<file path="src/rtl/smon_pkg.sv">
package smon_pkg;

    typedef enum logic [2:0] {
        SM_OFF   = 3'd0,
        SM_CONT  = 3'd1,
        SM_P32   = 3'd2,
        SM_P256  = 3'd3,
        SM_P2048 = 3'd4
    } smon_mode_e;

    function automatic smon_mode_e smon_norm_mode(logic [2:0] raw);
        smon_mode_e m;
        case (raw)
            3'd1:    m = SM_CONT;
            3'd2:    m = SM_P32;
            3'd3:    m = SM_P256;
            3'd4:    m = SM_P2048;
            default: m = SM_OFF;
        endcase
        return m;
    endfunction

endpackage

</file>
<file path="src/rtl/smon_cfg.sv">
module smon_cfg
    import smon_pkg::*;
#(
    parameter int THR_W = 4
) (
    input  logic                 clk,
    input  logic                 rst_n,
    input  logic                 wr,
    input  logic [THR_W+4:0]     wdata,
    output logic [THR_W-1:0]     thr,
    output smon_mode_e           mode,
    output logic                 rst_en,
    output logic                 irq_en
);
    localparam int MODE_LSB = THR_W;
    localparam int RSTE_BIT = THR_W + 3;
    localparam int IRQE_BIT = THR_W + 4;

    typedef struct packed {
        logic [THR_W-1:0] thr;
        smon_mode_e       mode;
        logic             rst_en;
        logic             irq_en;
    } cfg_t;

    cfg_t cfg_d, cfg_q;

    always_comb begin
        cfg_d = cfg_q;
        if (wr) begin
            cfg_d.thr    = wdata[THR_W-1:0];
            cfg_d.mode   = smon_norm_mode(wdata[MODE_LSB+2:MODE_LSB]);
            cfg_d.rst_en = wdata[RSTE_BIT];
            cfg_d.irq_en = wdata[IRQE_BIT];
        end
    end

    always_ff @(posedge clk or negedge rst_n) begin
        if (!rst_n) begin
            cfg_q <= '{thr: '0, mode: SM_OFF, rst_en: 1'b0, irq_en: 1'b0};
        end else begin
            cfg_q <= cfg_d;
        end
    end

    assign thr    = cfg_q.thr;
    assign mode   = cfg_q.mode;
    assign rst_en = cfg_q.rst_en;
    assign irq_en = cfg_q.irq_en;

endmodule

</file>
<file path="src/rtl/smon_sched.sv">
module smon_sched
    import smon_pkg::*;
#(
    parameter int SH_A = 5,
    parameter int SH_B = 8,
    parameter int SH_C = 11
) (
    input  logic       clk,
    input  logic       rst_n,
    input  logic       clr,
    input  smon_mode_e mode,
    output logic       meas_en
);
    localparam int CNT_W = SH_C;
    localparam logic [CNT_W-1:0] MASK_A = CNT_W'((1 << SH_A) - 1);
    localparam logic [CNT_W-1:0] MASK_B = CNT_W'((1 << SH_B) - 1);
    localparam logic [CNT_W-1:0] MASK_C = CNT_W'((1 << SH_C) - 1);

    typedef struct packed {
        logic [CNT_W-1:0] cnt;
    } sched_t;

    sched_t st_d, st_q;
    logic [CNT_W-1:0] mask;
    logic             sampled;
    logic             hit;

    always_comb begin
        sampled = 1'b1;
        case (mode)
            SM_P32:   mask = MASK_A;
            SM_P256:  mask = MASK_B;
            SM_P2048: mask = MASK_C;
            default: begin
                mask    = '0;
                sampled = 1'b0;
            end
        endcase
        hit     = ((st_q.cnt & mask) == mask);
        meas_en = (mode == SM_CONT) || (sampled && hit);
    end

    always_comb begin
        st_d = st_q;
        if (clr) st_d.cnt = '0;
        else     st_d.cnt = st_q.cnt + CNT_W'(1);
    end

    always_ff @(posedge clk or negedge rst_n) begin
        if (!rst_n) st_q <= '{cnt: '0};
        else        st_q <= st_d;
    end

    // One enabled cycle per period in the sampled modes
    assert_single_enable_R4: assert property (@(posedge clk) disable iff (!rst_n)
        (sampled && meas_en && !clr) |=> !meas_en);

    // A restart leaves the comparator off in the following cycle unless continuous
    assert_restart_R4: assert property (@(posedge clk) disable iff (!rst_n)
        clr |=> (!meas_en || mode == SM_CONT));

endmodule

</file>
<file path="src/rtl/smon_status.sv">
module smon_status (
    input  logic clk,
    input  logic rst_n,
    input  logic meas,
    input  logic below,
    input  logic rd,
    input  logic rst_en,
    input  logic irq_en,
    output logic live,
    output logic sticky,
    output logic rst_req,
    output logic irq
);
    typedef struct packed {
        logic live;
        logic sticky;
        logic rst_req;
    } stat_t;

    stat_t st_d, st_q;
    logic  detect;

    always_comb begin
        detect     = meas && below;
        st_d       = st_q;
        if (meas) st_d.live = below;
        st_d.sticky  = (st_q.sticky && !rd) || detect;
        st_d.rst_req = rst_en && detect && !st_q.live;
    end

    always_ff @(posedge clk or negedge rst_n) begin
        if (!rst_n) st_q <= '{live: 1'b0, sticky: 1'b0, rst_req: 1'b0};
        else        st_q <= st_d;
    end

    assign live    = st_q.live;
    assign sticky  = st_q.sticky;
    assign rst_req = st_q.rst_req;
    assign irq     = irq_en && st_q.sticky;

    assert_live_hold_R5: assert property (@(posedge clk) disable iff (!rst_n)
        !meas |=> $stable(live));

    assert_sticky_set_R6: assert property (@(posedge clk) disable iff (!rst_n)
        detect |=> sticky);

    assert_read_clear_R7: assert property (@(posedge clk) disable iff (!rst_n)
        (rd && !detect) |=> !sticky);

    assert_rst_pulse_R8: assert property (@(posedge clk) disable iff (!rst_n)
        rst_req |=> !rst_req);

    assert_irq_source_R9: assert property (@(posedge clk) disable iff (!rst_n)
        irq |-> sticky);

endmodule

</file>
<file path="src/rtl/smon_ctrl.sv">
module smon_ctrl
    import smon_pkg::*;
#(
    parameter int THR_W = 4,
    parameter int SH_A  = 5,
    parameter int SH_B  = 8,
    parameter int SH_C  = 11
) (
    input  logic             clk,
    input  logic             rst_n,
    input  logic             cfg_wr,
    input  logic [THR_W+4:0] cfg_wdata,
    input  logic             stat_rd,
    output logic             stat_live,
    output logic             stat_sticky,
    output logic [THR_W-1:0] cmp_thresh,
    output logic             cmp_en,
    input  logic             cmp_below,
    output logic             core_rst_req,
    output logic             irq
);
    smon_mode_e mode;
    logic       rst_en;
    logic       irq_en;

    smon_cfg #(.THR_W(THR_W)) u_cfg (
        .clk    (clk),
        .rst_n  (rst_n),
        .wr     (cfg_wr),
        .wdata  (cfg_wdata),
        .thr    (cmp_thresh),
        .mode   (mode),
        .rst_en (rst_en),
        .irq_en (irq_en)
    );

    smon_sched #(.SH_A(SH_A), .SH_B(SH_B), .SH_C(SH_C)) u_sched (
        .clk     (clk),
        .rst_n   (rst_n),
        .clr     (cfg_wr),
        .mode    (mode),
        .meas_en (cmp_en)
    );

    smon_status u_status (
        .clk     (clk),
        .rst_n   (rst_n),
        .meas    (cmp_en),
        .below   (cmp_below),
        .rd      (stat_rd),
        .rst_en  (rst_en),
        .irq_en  (irq_en),
        .live    (stat_live),
        .sticky  (stat_sticky),
        .rst_req (core_rst_req),
        .irq     (irq)
    );

    assert_thresh_load_R1: assert property (@(posedge clk) disable iff (!rst_n)
        cfg_wr |=> (cmp_thresh == $past(cfg_wdata[THR_W-1:0])));

    assert_off_quiet_R2: assert property (@(posedge clk) disable iff (!rst_n)
        (mode == SM_OFF) |-> !cmp_en);

    assert_cont_on_R3: assert property (@(posedge clk) disable iff (!rst_n)
        (mode == SM_CONT) |-> cmp_en);

    assert_no_reset_req_R8: assert property (@(posedge clk) disable iff (!rst_n)
        !rst_en |=> !core_rst_req);

endmodule

</file>
<file path="config.mk">
export PLATFORM = sky130hd
export DESIGN_NAME = smon_ctrl
export DESIGN_NICKNAME = d
export VERILOG_FILES = /design/src/rtl/smon_pkg.sv /design/src/rtl/smon_cfg.sv /design/src/rtl/smon_sched.sv /design/src/rtl/smon_status.sv /design/src/rtl/smon_ctrl.sv
export SDC_FILE = /design/constraint.sdc
export NUM_CORES = 1
export LEC_CHECK = 0
export BUFFER_PORTS_ARGS = -buffer_cell sky130_fd_sc_hd__buf_4
export CAP_MARGIN = 10
export CORE_UTILIZATION = 45
export DETAILED_ROUTE_END_ITERATION = 7
export GPL_TIMING_DRIVEN = 0
export PLACE_DENSITY_LB_ADDON = 0.1
export RECOVER_POWER = 25
export SKIP_CTS_REPAIR_TIMING = 1
export SLEW_MARGIN = 20
export SYNTH_ARGS = -nofsm -noshare
export SYNTH_HDL_FRONTEND = slang
export SYNTH_SLANG_ARGS = --single-unit
</file>
<file path="constraint.sdc">
create_clock -name clk -period 3.5 [get_ports clk]
set_input_delay 0.7 -clock clk [delete_from_list [all_inputs] [get_ports clk]]
set_output_delay 0.7 -clock clk [all_outputs]
set_load 0.02 [all_outputs]
</file>
* Word-level counts from Yosys, hierarchy flattened
Index checks and enable logic that the tools add are counted.
Storage, ports and cells: logic and storage cells 34, bits in registers 23, bits of input ports 14
Cells by class: mux-type cells 4, add/sub/neg operators 1, bitwise gates (word level) 1, reduce and logical (&&, ||, !) cells 11, equal/unequal tests 9
Operators with widths (number):
- 11-bit case mux with 3 select lines | 1
- 3-bit by 2-bit equality test with 1-bit output (second input constant) | 4
- 3-bit case mux with 4 select lines | 1
- 11-bit by 1-bit adder with 11-bit output (second input constant) | 1
- 11-bit AND | 1
- 11-bit equality test | 1
- 11-bit 2-to-1 mux | 1
- 3-bit by 1-bit equality test with 1-bit output (second input constant) | 2
- 3-bit equality test (second input constant) | 2
- 1-bit logical AND | 6
- 3-bit OR reduction | 1
- 1-bit logical NOT | 2
- 1-bit logical OR | 2
- 1-bit 2-to-1 mux | 1

* Longest topological paths before layout
Gate-level depths: netlist of the first run.
depth in word-level cells 9, mapped depth 5, depth with buffers taken out 5

* Cells and area by module
A second synthesis of the first run with hierarchy kept.
Second synthesis, totals: cells, all modules 91, area total of the unflattened synthesis 1023.5 um^2
Modules (own cells, without submodules):
- smon_sched | seq. area each 275.3 um^2, cells each 56, area each 545.5 um^2, instances 1
- smon_cfg | seq. area each 225.2 um^2, cells each 25, area each 360.3 um^2, instances 1
- smon_status | seq. area each 75.1 um^2, cells each 10, area each 117.6 um^2, instances 1

* Least setup slack after synthesis of the first run
Ideal clock, no wire load.
path type register -> output, from reg u_sched.st_q[2] in the netlist's numbering, to out cmp_en, path slack 1750 ps, stages on the path, launching flop included 4, arrival 1050 ps, path through dfrtp_1 -> nand3_4 -> nor4_4 -> a31o_2
On the way: cells in the longest elaborated chain, start to end 4
Ends and longest elaborated chain:
- start, declared | RTL line smon_sched.sv:23 | sched_t st_d, st_q;
- start signal, assigned | RTL line smon_sched.sv:50 | if (!rst_n) st_q <= '{cnt: '0};
- start signal, assigned | RTL line smon_sched.sv:51 | else st_q <= st_d;
- 11-bit AND | RTL line smon_sched.sv:39 | hit = ((st_q.cnt & mask) == mask);
- 11-bit equality test | RTL line smon_sched.sv:39
- 1-bit logical AND | RTL line smon_sched.sv:40 | meas_en = (mode == SM_CONT) || (sampled && hit);
- 1-bit logical OR | RTL line smon_sched.sv:40
- end, declared | RTL line smon_ctrl.sv:17 | output logic cmp_en,
Every way passes these cells.

* Worst setup path in the final report of the first run
from reg u_sched.st_q[3] in the netlist's numbering, to out cmp_en
Same word-level chain as after synthesis.

==> flow_summary.ini, run 1 <==
[synth]
synth_ff_type = dfrtp_1
yosys.area.top_type_share = 0.551
synth_edf_count = 0
yosysTopAreaCell = dfrtp_1
yosysMostFrequentCell = dfrtp_1
ys_seq_elements = 23
avgSynthCellArea_um2 = 11.2
synth_commonest_cells = 23 x dfrtp_1, 10 x nor2_1
synth_warnings = 0
seq_area_frac_synth = 0.551
async_flop_share = 1.00
synth_cell_types = 28
synth_area_leaders = dfrtp_1 55%, mux2_2 6.5%, xnor2_1 4.2%
syn_area_um2 = 1040
synthesis.instances = 93
syn_nets = 108

[setup_path]
critical_path_class = reg2out
cp_slowest_cell = dfrtp_1
timing.critical_path.from = u_sched.st_q[3]$_DFF_PN0_
rr_startpoint = u_sched.st_q[0]$_DFF_PN0_
worstPathMaxFanout = 7
crit_cells = 4
endpoint_kind = output pin
cp_slowest_stage_delay_ns = 0.44
start_kind = flip-flop
arrival_ns = 1.56
rrSetupSlack_ns = 2.19
regToRegEndpoint = u_sched.st_q[6]$_DFF_PN0_
path_buf_inv = 1
path_delay_family = simple AND/OR/NAND/NOR gates
endpoint = cmp_en
ff2ff_path_depth = 4
crit_chain = nand3_2 > nor4_4 > a31o_2 > buf_4
required_ns = 2.80

[clock_network]
cts_tree = built
clk_pin_slew_worst_paths_ns = 0.13
htreeDepth = 1
clk_path_buf_depth = 2
numCtsBuffers = 3
insertion_delay_ns = 0.31
cts_root_buf = clkbuf_4
clock_sinks = 23

[final_layout]
area_delta_synth_final_pct = 21.3
nNetsFinal = 135
final_layout_size_suffix_gt1_frac = 0.311
fin_util = 0.579
diodes = 0

[drt]
vias = 736
ant_nets = 0
firstDrtPassIters = 2
routed_wl_um = 1740
routed_via_density = 5.01
drc = 0
drt_iter0_drc = 4
routedWlPerCell_um = 11.8

[global_route]
grt_pass1_wl_um = 3190
grt-ovfl-total = 0
gr-usage-all-layers = 0.172
grt_pass1_vias = 752
grt_max_degree = 24
grt_antenna_before_repair = 0

[power_and_ir_drop]
power_density_nw_per_um2 = 402
irDropWorstVdd_v = 0.000308
p_leak_nw = 0.556

[die]
die_area_um2 = 2520
start_util = 0.477
die_x_um = 50.2
num_rows = 17
die_h_um = 50.2
core_um2 = 2190
num_io_pins = 23

[min_path]
hold_class = reg2reg

[placed_design]
gp_congestion = 0.743
pre_cts_slack_ns = 1.59
hpwl_um = 1300
io_buffers = 22

[timing]
hold_viol = 0
worst_slack_ns = 1.24
maxSlewViolCount = 0
period_minus_slack_ns = 2.26
setup_viol = 0
tightestPinTransition_ns = 1.21
finalCritPeriodShare = 0.644
rsz0062_at_grt = false
slew-limit-headroom = 0.195
whs_ns = 0.486
fmax_ghz = 0.443
tns_ns = 0
clock_skew_ns = 0.00219

[job]
drv_cap = 0

[status]
status = finished clean
sequential cells by signal (all words and copies together) (netlist names):
signal	count
u_status.rst_req	1
u_cfg.rst_en	1
u_status.sticky	1
u_cfg.irq_en	1
u_cfg.thr	4
u_sched.st_q	11
u_status.live	1
u_cfg.mode	3
metrics by stage:
stage / cells / area (um2) / total power [mW]
after floorplan: 93 / 1040 / 0.347
after global placement: 143 / 1240 / 0.389
after detailed placement: 143 / 1240 / 0.391
after CTS: 147 / 1270 / 0.518
after global routing: 147 / 1270 / 0.539
final: 147 / 1270 / 0.509
layer usage:
metal  vias up  wire length, um  share of wire  GRT usage
met5         -                0              0          0
met4         0               46          0.027      0.114
met1       351              812           0.47      0.209
met2        13              825           0.48      0.280
li1        367                -              -          -
met3         5               51          0.029     0.0273
worst min path at each step:
| stage | startpoint | to | slack, ns | cells after the start |
|---|---|---|---|---|
| 3_5_place_dp | u_status.live$_DFFE_PN0P_ | u_status.rst_req$_DFF_PN0_ | 0.47 | 1 |
| 4_1_cts | rst_n | u_sched.st_q[7]$_DFF_PN0_ | 0.25 | 1 |
| 3_3_place_gp | u_status.live$_DFFE_PN0P_ | u_status.rst_req$_DFF_PN0_ | 0.46 | 1 |
| 2_1_floorplan | rst_n | u_cfg.irq_en$_DFFE_PN0P_ | 0.40 | 0 |
| 5_1_grt | u_status.live$_DFFE_PN0P_ | u_status.rst_req$_DFF_PN0_ | 0.52 | 1 |
| 6_report | u_status.live$_DFFE_PN0P_ | u_status.rst_req$_DFF_PN0_ | 0.49 | 1 |
where the power goes:
group | switching, mW | total [mW] | internal [mW]
sequential | 0.0142 | 0.297 | 0.283
combinational | 0.0431 | 0.0861 | 0.0430
clock | 0.0812 | 0.126 | 0.0446
layout by cell type (no fill, tap or decap), types with 2 or more instances in the layout:
master / n
dfrtp_1: 23
buf_4: 21
nor2_1: 10
nand2_1: 6
inv_1: 6
o21ai_0: 6
mux2_2: 6
xnor2_1: 5
nand3_1: 4
nor3_1: 4
clkbuf_4: 3
or3_1: 2
a21oi_1: 2
xor2_1: 2
nor2b_1: 2
clkbuf_1: 2
worst register-to-register path: stages, from the launching register on:
cell	delay, ns
dfrtp_1	0.43
ha_1	0.22
nand2_1	0.12
or3_1	0.33
a21oi_1	0.14
kinds of logic (layout without fill, tap and decap cells):
family                   after synthesis  in the layout  synth area share
flip-flops                            23             23             0.551
buffers and inverters                  8             34            0.0299
XOR/XNOR                               7              7            0.0587
multiplexers                           6              6            0.0647
adder cells (fa/ha/maj)                1              1            0.0120
AO/OA/AOI/OAI                         12             12            0.0755
AND/OR/NAND/NOR                       36             36             0.208
cell type report:
| type | count | area (um2) |
|---|---|---|
| Multi-Input combinational cell | 62 | 438 |
| Clock buffer | 4 | 26.3 |
| Buffer | 2 | 8.76 |
| Timing Repair Buffer | 22 | 161 |
| Fill cell | 215 | 923 |
| Inverter | 6 | 22.5 |
| Tap cell | 28 | 35.0 |
| Sequential cell | 23 | 576 |
Note: power is estimated with default switching activity, not from simulation.
==> inputs of run 2 (changes only) <==
==> constraint.sdc (replaced) <==
create_clock -name clk -period 1.9 [get_ports clk]
set_input_delay 0.38 -clock clk [delete_from_list [all_inputs] [get_ports clk]]
set_output_delay 0.38 -clock clk [all_outputs]
set_load 0.02 [all_outputs]
==> flow_summary.ini, run 2 (synthesis results as in run 1) <==
[setup_path]
cp_slowest_stage_delay_ns = 0.44
start_kind = flip-flop
critical_path_class = reg2out
regToRegEndpoint = u_sched.st_q[6]$_DFF_PN0_
worstPathMaxFanout = 7
crit_chain = nand3_4 > nor4_4 > a31o_2 > buf_4
path_delay_family = simple AND/OR/NAND/NOR gates
arrival_ns = 1.51
path_buf_inv = 1
endpoint_kind = output pin
rr_startpoint = u_sched.st_q[0]$_DFF_PN0_
rrSetupSlack_ns = 0.58
required_ns = 1.52
cp_slowest_cell = dfrtp_1
ff2ff_path_depth = 4

[global_route]
gr-usage-all-layers = 0.172
grt-ovfl-total = 0
grt_pass1_wl_um = 3190
grt_antenna_before_repair = 0
grt_pass1_vias = 752
grt_max_degree = 24

[final_layout]
largest_register = u_sched.st_q
finalInstanceArea_um2 = 1310
final_cell_mix = 24 x buf_4, 20 x dfrtp_1, 10 x nor2_1
nNetsFinal = 139
fin_cells = 151
diodes = 0
layout_commonest_cell = buf_4
final_layout_size_suffix_gt1_frac = 0.350
multiInputGateArea_um2 = 445
fill_cells = 212
largest_register_ffs = 11
fin_util = 0.599
area_delta_synth_final_pct = 25.5
ff_latch_area_um2 = 579

[clock_network]
htreeDepth = 1
numCtsBuffers = 3
insertion_delay_ns = 0.31
cts_tree = built
cts_root_buf = clkbuf_4
clk_path_buf_depth = 2
clk_pin_slew_worst_paths_ns = 0.13
clock_sinks = 23

[timing]
rsz0062_at_grt = true
tightestPinTransition_ns = 1.22
period_minus_slack_ns = 1.89
maxSlewViolCount = 0
fmax_ghz = 0.529
slew-limit-headroom = 0.188
hold_viol = 0
setup_viol = 0
clock_skew_ns = 0.00216
finalCritPeriodShare = 0.995

[die]
num_rows = 17
die_x_um = 50.2
die_area_um2 = 2520
die_h_um = 50.2
core_um2 = 2190
num_io_pins = 23
start_util = 0.477

[placed_design]
placed_area_um2 = 1240
io_buffers = 22
hpwl_um = 1300
dp_cells = 143
gp_congestion = 0.743

[power_and_ir_drop]
irDropWorstVdd_v = 0.000566
power_mw = 0.943
power_density_nw_per_um2 = 719
p_leak_nw = 0.571

[drt]
ant_nets = 0
routed_wl_um = 1800
routedWlPerCell_um = 11.9
firstDrtPassIters = 2
routed_via_density = 4.97
vias = 751
drt_iter0_drc = 4
drc = 0

[min_path]
whs_endpoint = u_status.sticky$_DFF_PN0_
hold_class = in2reg
hold_start = stat_rd
hold_depth = 2

[job]
drv_cap = 0

[status]
status = finished clean
-- run 2: metrics by stage --
stage	worst slack, ns	hold WS [ns]	TNS (ns)
detailed placement	0.314	0.290	0
global route	-0.0894	0.221	-0.190
floorplan	0.470	0.0844	0
CTS	-0.0530	-0.0690	-0.0530
global placement	0.325	0.289	0
finish	0.00871	0.225	0
-- run 2: cell type report --
cell class,instances,area share
inverter,6,0.0172
sequential,23,0.442
buffer,2,0.00668
multi-input combinational,62,0.340
tap,28,0.0267
timing repair buffer,26,0.148
clock buffer,4,0.0200
-- run 2: worst max-delay path by stage --
stage / startpoint / end / slack (ns) / cells past startpoint
floorplan: u_sched.st_q[2]$_DFF_PN0_ / cmp_en / 0.47 / 3
global placement: u_sched.st_q[3]$_DFF_PN0_ / cmp_en / 0.32 / 4
detailed placement: u_sched.st_q[2]$_DFF_PN0_ / cmp_en / 0.31 / 4
CTS: u_sched.st_q[2]$_DFF_PN0_ / cmp_en / -0.05 / 4
global route: u_sched.st_q[7]$_DFF_PN0_ / cmp_en / -0.09 / 4
finish: u_sched.st_q[0]$_DFF_PN0_ / cmp_en / 0.009 / 4
-- run 2: where the power goes --
part	internal [mW]	switching (mW)
Clock	0.0822	0.150
Combinational	0.0823	0.0808
Sequential	0.522	0.0259
Total	0.687	0.256
-- run 2: per-layer routing --
layer  up-vias  global-route usage  routed length (um)  share of wire
li1        375                   -                   -              -
met1       358               0.209                 842           0.47
met2        13               0.280                 861           0.48
met3         5              0.0273                  52          0.029
met4         0               0.114                  46          0.026
met5         -                   0                   0              0
==> inputs of run 3 (changes only) <==
--- a/config.mk
+++ b/config.mk
@@ -5,6 +5,7 @@
 export SDC_FILE = /design/constraint.sdc
 export NUM_CORES = 1
 export LEC_CHECK = 0
+export ABC_AREA = 1
 export BUFFER_PORTS_ARGS = -buffer_cell sky130_fd_sc_hd__buf_4
 export CAP_MARGIN = 10
 export CORE_UTILIZATION = 45
==> flow_summary.ini, run 3 <==
[final_layout]
diodes = 0
area_delta_synth_final_pct = 26.6
fin_cells = 188
nNetsFinal = 176
largest_register_ffs = 11
final_cell_mix = 39 x nand2_1, 27 x buf_4, 23 x dfrtp_1, 15 x inv_1, 10 x nor2_1
final_layout_size_suffix_gt1_frac = 0.288
largest_register = u_sched.st_q
layout_commonest_cell = nand2_1
finalInstanceArea_um2 = 1340
fin_util = 0.606

[setup_path]
path_buf_inv = 2
cp_common_cell = nand2_1
path_delay_family = flip-flops
required_ns = 1.52
worstPathMaxFanout = 6
ff2ff_path_depth = 10
endpoint_kind = output pin
start_kind = flip-flop
cp_slowest_cell = dfrtp_1
rrSetupSlack_ns = 0.45
cp_slowest_stage_delay_ns = 0.48
crit_chain = inv_1 > nor2_1 > nand2_1 > nor2_2 > nand2_1 > nand2_2 > buf_4
critical_path_class = reg2out
regToRegEndpoint = u_sched.st_q[10]$_DFF_PN0_
rr_startpoint = u_sched.st_q[0]$_DFF_PN0_
arrival_ns = 1.40

[placed_design]
dp_cells = 177
hpwl_um = 1450
io_buffers = 22
gp_congestion = 0.834
placed_area_um2 = 1260

[timing]
clock_skew_ns = 0.00735
fmax_ghz = 0.561
maxSlewViolCount = 0
tightestPinTransition_ns = 1.26
slew-limit-headroom = 0.161
tns_ns = 0
hold_viol = 0
rsz0062_at_grt = false
finalCritPeriodShare = 0.939
setup_viol = 0
period_minus_slack_ns = 1.78
whs_ns = 0.268

[die]
start_util = 0.479
die_x_um = 50.5
die_area_um2 = 2550
core_um2 = 2210
die_h_um = 50.5
num_io_pins = 23
num_rows = 17

[synth]
synthesis.instances = 127
async_flop_share = 1.00
synth_area_leaders = dfrtp_1 54%, nand2_1 14%, inv_1 5.3%
ys_seq_elements = 23
yosysTopAreaCell = dfrtp_1
synth_ff_type = dfrtp_1
synth_commonest_cells = 40 x nand2_1, 23 x dfrtp_1, 15 x inv_1, 10 x nor2_1
synth_warnings = 0
avgSynthCellArea_um2 = 8.33
syn_area_um2 = 1060
seq_area_frac_synth = 0.544
syn_nets = 142
synth_cell_types = 24
synth_edf_count = 0
yosys.area.top_type_share = 0.544
yosysMostFrequentCell = nand2_1

[clock_network]
insertion_delay_ns = 0.30
cts_tree = built
numCtsBuffers = 3
cts_root_buf = clkbuf_4
htreeDepth = 1
clk_path_buf_depth = 2
clk_pin_slew_worst_paths_ns = 0.13
clock_sinks = 23

[min_path]
whs_endpoint = u_cfg.thr[3]$_DFFE_PN0P_
hold_class = in2reg
hold_start = cfg_wdata[3]
hold_depth = 3

[drt]
vias = 898
ant_nets = 0
drc = 0
firstDrtPassIters = 4
drt_iter0_drc = 5
routedWlPerCell_um = 10.9
routed_wl_um = 2050
routed_via_density = 4.78

[status]
status = finished clean

[power_and_ir_drop]
p_leak_nw = 0.695
power_density_nw_per_um2 = 684
clockPowerShare = 0.241
p_switching_mw = 0.247
power.share.combinational = 0.172
pwr-share-seq = 0.587
p_int_mw = 0.669
irDropWorstVdd_v = 0.000429
swShare = 0.270

[global_route]
gr-usage-all-layers = 0.181
grt-ovfl-total = 0
grt_pass1_wl_um = 3420
grt_antenna_before_repair = 0
grt_max_degree = 24
grt_pass1_vias = 852

[job]
drv_cap = 0
[run 3: cell count changes in the layout (fill, tap and decap cells not counted), sizes merged, moves of 3 or more]
cell,before,now
xnor2,5,0
mux2,6,0
nand3,6,3
a21oi,2,5
inv,6,16
nor2,10,16
nand2,6,44
[run 3: layout make-up]
cell class | count | area (um2)
Fill cell | 206 | 872
Sequential cell | 23 | 576
Multi-Input combinational cell | 85 | 404
Timing Repair Buffer | 29 | 216
Inverter | 17 | 63.8
Tap cell | 28 | 35.0
Clock buffer | 3 | 22.5
Buffer | 2 | 17.5
Clock inverter | 1 | 5.00
[run 3: logic make-up (layout without fill, tap and decap cells)]
logic type      after synthesis  in the layout  share of synthesized area
fa+ha+maj                     1              1                     0.0118
flops                        23             23                      0.544
compound gates               13             13                     0.0638
simple gates                 71             71                      0.304
buf+inv                      19             52                     0.0768
[run 3: power groups by stage]
stage	Clock [mW]	Sequential (mW)	Combinational [mW]
detailed placement	0	0.547	0.151
global placement	0	0.546	0.148
floorplan	0	0.564	0.0583
CTS	0.230	0.538	0.152
finish	0.221	0.538	0.158
global route	0.252	0.541	0.177
[run 3: tightest hold or removal path, cell delays in order]
cell     delay, ns
buf_4         0.07
nand2_1       0.04
nand2_1       0.05
[run 3: metrics by stage]
step | worst slack (ns) | total power, mW
after detailed placement | 0.441 | 0.699
after global placement | 0.457 | 0.694
after floorplan | 0.608 | 0.622
after CTS | 0.0806 | 0.919
after global routing | 0.00179 | 0.970
final | 0.116 | 0.916
[run 3: worst max path at each step]
stage                         startpoint     end  slack, ns  cells after the start
6_report       u_sched.st_q[4]$_DFF_PN0_  cmp_en       0.12                      7
5_1_grt        u_sched.st_q[4]$_DFF_PN0_  cmp_en      0.002                      7
4_1_cts        u_sched.st_q[2]$_DFF_PN0_  cmp_en       0.08                      7
3_5_place_dp   u_sched.st_q[2]$_DFF_PN0_  cmp_en       0.44                      7
3_3_place_gp   u_sched.st_q[2]$_DFF_PN0_  cmp_en       0.46                      7
2_1_floorplan  u_sched.st_q[2]$_DFF_PN0_  cmp_en       0.61                      6
[run 3: layer usage]
metal  vias to the layer above  GRT usage  routed length, um
met2                        15      0.324               1040
li1                        458          -                  -
met5                         -          0                  0
met4                         0     0.0833                 13
met3                         2     0.0364                 48
met1                       423      0.206                942
